### config.mk
export PLATFORM = sky130hd
export DESIGN_NAME = fp4_stream_enc
export DESIGN_NICKNAME = d
export VERILOG_FILES = /design/src/rtl/fp4_pkg.sv /design/src/rtl/fp4_lane_enc.sv /design/src/rtl/fp4_nibble_pack.sv /design/src/rtl/fp4_stream_enc.sv
export SDC_FILE = /design/constraint.sdc
export NUM_CORES = 1
export LEC_CHECK = 0
export CAP_MARGIN = 40
export CORE_MARGIN = 4
export CORE_UTILIZATION = 30
export DETAILED_ROUTE_END_ITERATION = 16
export HOLD_SLACK_MARGIN = 0.12
export PLACE_DENSITY = 0.78
export SLEW_MARGIN = 20
export SYNTH_ARGS = -nofsm -noshare
export SYNTH_HDL_FRONTEND = slang
export SYNTH_SLANG_ARGS = --single-unit
### constraint.sdc
create_clock -name clk -period 2.26 [get_ports clk]
set_clock_uncertainty 0.1 [all_clocks]
set_input_delay 0.339 -clock clk [delete_from_list [all_inputs] [get_ports clk]]
set_output_delay 0.339 -clock clk [all_outputs]
set_load 0.01 [all_outputs]
### src/rtl/fp4_pkg.sv
package fp4_pkg;

    localparam int FP32_W   = 32;
    localparam int FP4_W    = 4;
    localparam int EXP_W    = 8;
    localparam int FRAC_W   = 23;

    // fp32 exponent fields that bound the encoder's regions
    localparam logic [EXP_W-1:0] EXP_SPECIAL  = 8'hFF;
    localparam logic [EXP_W-1:0] EXP_TOP_NORM = 8'd129;  // [4,8)
    localparam logic [EXP_W-1:0] EXP_ONE      = 8'd127;  // [1,2)
    localparam logic [EXP_W-1:0] EXP_HALF     = 8'd126;  // [0.5,1)
    localparam logic [EXP_W-1:0] EXP_QUARTER  = 8'd125;  // [0.25,0.5)

    localparam logic [2:0] MAG_ZERO = 3'b000;
    localparam logic [2:0] MAG_HALF = 3'b001;
    localparam logic [2:0] MAG_ONE  = 3'b010;
    localparam logic [2:0] MAG_MAX  = 3'b111;

    typedef struct packed {
        logic              sign;
        logic [EXP_W-1:0]  exp;
        logic [FRAC_W-1:0] frac;
    } fp32_t;

    typedef struct packed {
        logic       sign;
        logic [1:0] exp;
        logic       man;
    } fp4_t;

    function automatic logic is_nan(fp32_t f);
        return (f.exp == EXP_SPECIAL) && (f.frac != '0);
    endfunction

    // round-up decision at the single kept mantissa bit (nearest, ties even)
    function automatic logic rne_up(fp32_t f);
        logic guard_b;
        logic sticky_b;
        guard_b  = f.frac[FRAC_W-2];
        sticky_b = |f.frac[FRAC_W-3:0];
        return guard_b & (sticky_b | f.frac[FRAC_W-1]);
    endfunction

endpackage

### src/rtl/fp4_lane_enc.sv
module fp4_lane_enc
    import fp4_pkg::*;
(
    input  logic [FP32_W-1:0] in_bits,
    output logic [FP4_W-1:0]  code
);

    fp32_t      f;
    logic [7:0] exp_off;
    logic [3:0] base;
    logic [3:0] rounded;
    logic [2:0] mag;
    fp4_t       res;

    assign f       = fp32_t'(in_bits);
    assign exp_off = f.exp - EXP_HALF;
    assign base    = {1'b0, exp_off[1:0], f.frac[FRAC_W-1]};
    assign rounded = base + {3'b000, rne_up(f)};

    always_comb begin
        mag = MAG_ZERO;
        if (f.exp == EXP_SPECIAL) begin
            mag = is_nan(f) ? MAG_ZERO : MAG_MAX;
        end else if (f.exp > EXP_TOP_NORM) begin
            mag = MAG_MAX;
        end else if (f.exp >= EXP_ONE) begin
            // carry out of the top binade means the value rounded to 8
            mag = rounded[3] ? MAG_MAX : rounded[2:0];
        end else if (f.exp == EXP_HALF) begin
            mag = f.frac[FRAC_W-1] ? MAG_ONE : MAG_HALF;
        end else if (f.exp == EXP_QUARTER) begin
            mag = (f.frac != '0) ? MAG_HALF : MAG_ZERO;
        end else begin
            mag = MAG_ZERO;
        end
    end

    always_comb begin
        res.sign = f.sign;
        res.exp  = mag[2:1];
        res.man  = mag[0];
    end

    assign code = res;

endmodule

### src/rtl/fp4_nibble_pack.sv
module fp4_nibble_pack
    import fp4_pkg::*;
#(
    parameter int LANES = 4
) (
    input  logic [LANES*FP4_W-1:0] codes,
    output logic [LANES*FP4_W-1:0] packed_word
);

    localparam int BYTES = LANES / 2;

    generate
        for (genvar b = 0; b < BYTES; b++) begin : g_byte
            // even lane low nibble, odd lane high nibble
            assign packed_word[8*b +: FP4_W]         = codes[(2*b)*FP4_W +: FP4_W];
            assign packed_word[8*b + FP4_W +: FP4_W] = codes[(2*b+1)*FP4_W +: FP4_W];
        end
    endgenerate

endmodule

### src/rtl/fp4_stream_enc.sv
module fp4_stream_enc
    import fp4_pkg::*;
(
    input  logic         clk,
    input  logic         rst,
    input  logic         in_valid,
    output logic         in_ready,
    input  logic [127:0] in_data,
    output logic         out_valid,
    input  logic         out_ready,
    output logic [15:0]  out_data
);

    localparam int LANES = 4;
    localparam int IN_W  = LANES * FP32_W;
    localparam int OUT_W = LANES * FP4_W;

    logic [OUT_W-1:0] codes;
    logic [OUT_W-1:0] packed_word;
    logic [OUT_W-1:0] data_q;
    logic             valid_q;
    logic             accept;

    generate
        for (genvar l = 0; l < LANES; l++) begin : g_lane
            fp4_lane_enc u_enc (
                .in_bits (in_data[l*FP32_W +: FP32_W]),
                .code    (codes[l*FP4_W +: FP4_W])
            );
        end
    endgenerate

    fp4_nibble_pack #(.LANES(LANES)) u_pack (
        .codes       (codes),
        .packed_word (packed_word)
    );

    assign in_ready = !valid_q || out_ready;
    assign accept   = in_valid && in_ready;

    always_ff @(posedge clk) begin
        if (rst) begin
            valid_q <= 1'b0;
            data_q  <= '0;
        end else if (in_ready) begin
            valid_q <= in_valid;
            if (in_valid) data_q <= packed_word;
        end
    end

    assign out_valid = valid_q;
    assign out_data  = data_q;

    // stalled word holds
    p_hold_r8: assert property (@(posedge clk) disable iff (rst)
        (out_valid && !out_ready) |=> (out_valid && $stable(out_data)));

    // accepted beat shows up next cycle
    p_accept_r8: assert property (@(posedge clk) disable iff (rst)
        accept |=> out_valid);

    // lane 0 NaN gives signed zero
    p_nan_r2: assert property (@(posedge clk) disable iff (rst)
        (accept && in_data[30:23] == 8'hFF && in_data[22:0] != '0)
        |=> (out_data[2:0] == 3'b000 && out_data[3] == $past(in_data[31])));

    // lane 0 at or above 8 saturates
    p_sat_r3: assert property (@(posedge clk) disable iff (rst)
        (accept && in_data[30:23] > 8'd129 && in_data[30:23] != 8'hFF)
        |=> (out_data[2:0] == 3'b111));

    // lane 0 below 0.25 flushes to zero
    p_flush_r6: assert property (@(posedge clk) disable iff (rst)
        (accept && in_data[30:23] < 8'd125) |=> (out_data[2:0] == 3'b000));

endmodule

==> impl_metrics.ini <==
[synthesis]
avgSynthCellArea_sq_um = 6.821
ys_async_sr_fraction_pct = 0
ys_ff_latch = 17
synth_warnings = 0
ys_types = 52
synth_flop_cell = dfxtp_1
synth_nets = 375
syn_inst = 239
synth-edff-count = 0
syn_area_sq_um = 1630
yosysSeqAreaShare_pct = 20.87

[floorplanning]
pin_count = 150
core_sq_um = 5172
die_h_um = 81.72
die_x_um = 81.72
initial_core_util_pct = 31.52
rows = 26
die-area_sq_um = 6678

[critical_path]
critical_path.top_delay_family = simple AND/OR/NAND/NOR gates
critPathMaxStageDelay_ns = 0.57
cp_cell_sequence = clkdlybuf4s50_1, or4_1, or4_4, nor2_4, a31oi_4, a311oi_2
cp_slowest_cell = or4_4
start_kind = primary input
required_ns = 2.32
end_kind = flip-flop
critPathMaxFanout = 2
critPathKind = in2reg
critical_path_arrival_ns = 2.20
cp_num_buf_inv = 1

[sta]
finalCriticalPeriod_ns = 2.147
finalHoldViolCount = 0
drv_slew = 0
setup_tns_ns = 0
setup_violations = 0
fin_ws_ns = 0.1127
clock.fmax_mhz = 465.7
min_period_over_period_pct = 95.01
maxSlewHeadroom_pct = 71.11
worstMarginPinSlew_ns = 0.4320
rsz0062_at_grt = false

[power]
finalPower_mw = 1.023
ir_drop_uv = 232.5
power.density_nw_per_um2 = 305.9
p_leak_nw = 1.230

[placement]
port_buffers = 149
dp_hpwl_um = 4979
placed_cell_area_sq_um = 3256
dp_slack_ns = -0.1529
place_congestion = 0.8266

[job]
maxCapViolCount = 0

[global_routing]
antenna_found_initial = 0
track_usage_pct = 15.23
grt_max_degree = 13
grt_pass1_wl_um = 8411
grt_remaining_overflow = 0
grt_pass1_vias = 2094

[final_layout]
fillers = 436
final_area_sq_um = 3343
diodes = 0
nNetsFinal = 531
syn2layout_area_growth_pct = 105.1
fin_util_pct = 64.63
multi_input_comb_area_sq_um = 1255
drive_above_1_share_pct = 7.107
seq_area_sq_um = 340.3

[detailed_routing]
drt_iter0_drc = 30
wl_per_cell_um = 12.18
dr.pass1.iters = 4
finalWirelength_um = 5652
drc_errors = 0
vias = 2318
vias_per_cell = 4.996
ant_nets = 0

[clock_tree]
clk_pin_slew_ns = 0.06
cts_made_buffers = 3
cts_tree = built
cts_hold_repair.buffers = 0
root_buffer = clkbuf_8
clockBufferDepth = 2
htreeDepth = 1
clock_latency_ns = 0.24
clkSinkCount = 17

[hold_path]
hold_path.class = reg2reg

[run_status]
outcome = finished clean
[per-layer routing]
metal | global-route usage, % | part of all wire, % | vias to the layer above
met5 | 0 | 0 | -
met4 | 2.492 | 0.57 | 0
met3 | 3.618 | 10 | 2
met2 | 29.64 | 50 | 91
met1 | 16.70 | 39 | 1013
li1 | - | - | 1212
[power by group]
part / internal (mW) / leakage, nW / total [mW] / switching [mW]
Combinational: 0.314 / 1.07 / 0.474 / 0.161
Clock: 0.125 / 0.0228 / 0.214 / 0.0892
Sequential: 0.323 / 0.141 / 0.335 / 0.0118
Total: 0.761 / 1.23 / 1.02 / 0.262
[tightest hold or removal path: stages, from the launching register on]
cell,delay [ns]
dfxtp_1,0.31
nand2_1,0.05
a21oi_1,0.05
[state kept, by name, indices dropped and copies added, names as in the netlist]
| name | flops |
|---|---|
| out_data | 16 |
| out_valid | 1 |
[cells by family after synthesis]
| kind of cell | count (synthesis) | synth area share (%) |
|---|---|---|
| xor+xnor | 7 | 3.761 |
| mux | 2 | 1.305 |
| compound gates | 59 | 24.33 |
| fa+ha+maj | 4 | 3.070 |
| flops | 17 | 20.88 |
| simple gates | 133 | 42.36 |
| buf+inv | 17 | 4.298 |
[per-stage QoR]
stage	std cells	hold WS, ns
after detailed placement	460	0.3496
final	464	0.3565
after global routing	464	0.3777
after global placement	460	0.3398
after floorplan	239	0.3685
after CTS	464	0.3581
[synthesized netlist by cell type (2+ instances only)]
cell,count,area (sq um)
xnor2_1,4,35.03
nand3_1,9,45.04
a31oi_1,3,18.77
or4_1,4,30.03
o21ai_0,13,65.06
or2_2,2,12.51
a21boi_0,3,22.52
a311oi_1,3,26.28
nand2b_1,3,18.77
a211oi_1,8,60.06
nor2b_1,5,31.28
o32ai_1,2,17.52
nor2_1,33,123.9
inv_1,7,26.28
nor3b_1,2,15.01
nor3_1,2,10.01
a21o_1,2,15.01
nand2_1,29,108.9
and2_1,4,25.02
o2111ai_1,2,17.52
clkbuf_1,7,26.28
nand4_1,7,43.79
nor4_1,23,143.9
xor2_1,3,26.28
o21bai_1,2,15.01
a21oi_1,12,60.06
dfxtp_1,17,340.3
ha_1,4,50.05
[layout by cell type, fill, tap and decap left out, drive strengths merged, types with 4 or more instances in the layout]
cell type	netlist	final
clkdlybuf4s50	0	146
nor2	34	34
nand2	30	30
nor4	23	23
dfxtp	17	17
o21ai	13	13
a21oi	12	12
buf	2	12
nand3	9	9
a211oi	8	8
inv	7	7
nand4	7	7
nor2b	5	5
or4	5	5
and2	4	4
xnor2	4	4
ha	4	4
nand2b	4	4
clkbuf	8	4
[final timing paths]
path / startpoint / to / slack (ns) / depth (start not counted)
worst max-delay path: in_data[68] / out_data[8]$_SDFFE_PP0P_ / 0.11 / 6
worst min-delay path: out_data[11]$_SDFFE_PP0P_ / out_data[11]$_SDFFE_PP0P_ / 0.36 / 2
worst max register to register: out_valid$_SDFFE_PP0N_ / out_data[13]$_SDFFE_PP0P_ / 0.92 / 5
worst min register to register: out_data[11]$_SDFFE_PP0P_ / out_data[11]$_SDFFE_PP0P_ / 0.36 / 2
[area by class of cell]
type | count | share of cell area [%]
Timing Repair Buffer | 161 | 47.53
Multi-Input combinational cell | 205 | 37.54
Sequential cell | 17 | 10.18
Tap cell | 70 | 2.620
Clock buffer | 4 | 1.347
Inverter | 7 | 0.7859
[timing repair]
| item | in CTS | in global routing |
|---|---|---|
| setup buffers | 0 | 0 |
| setup endpoints to repair | 0 | 2 |
| resized for setup | 0 | 9 |
No activity file was read; power rests on OpenSTA's default activity.
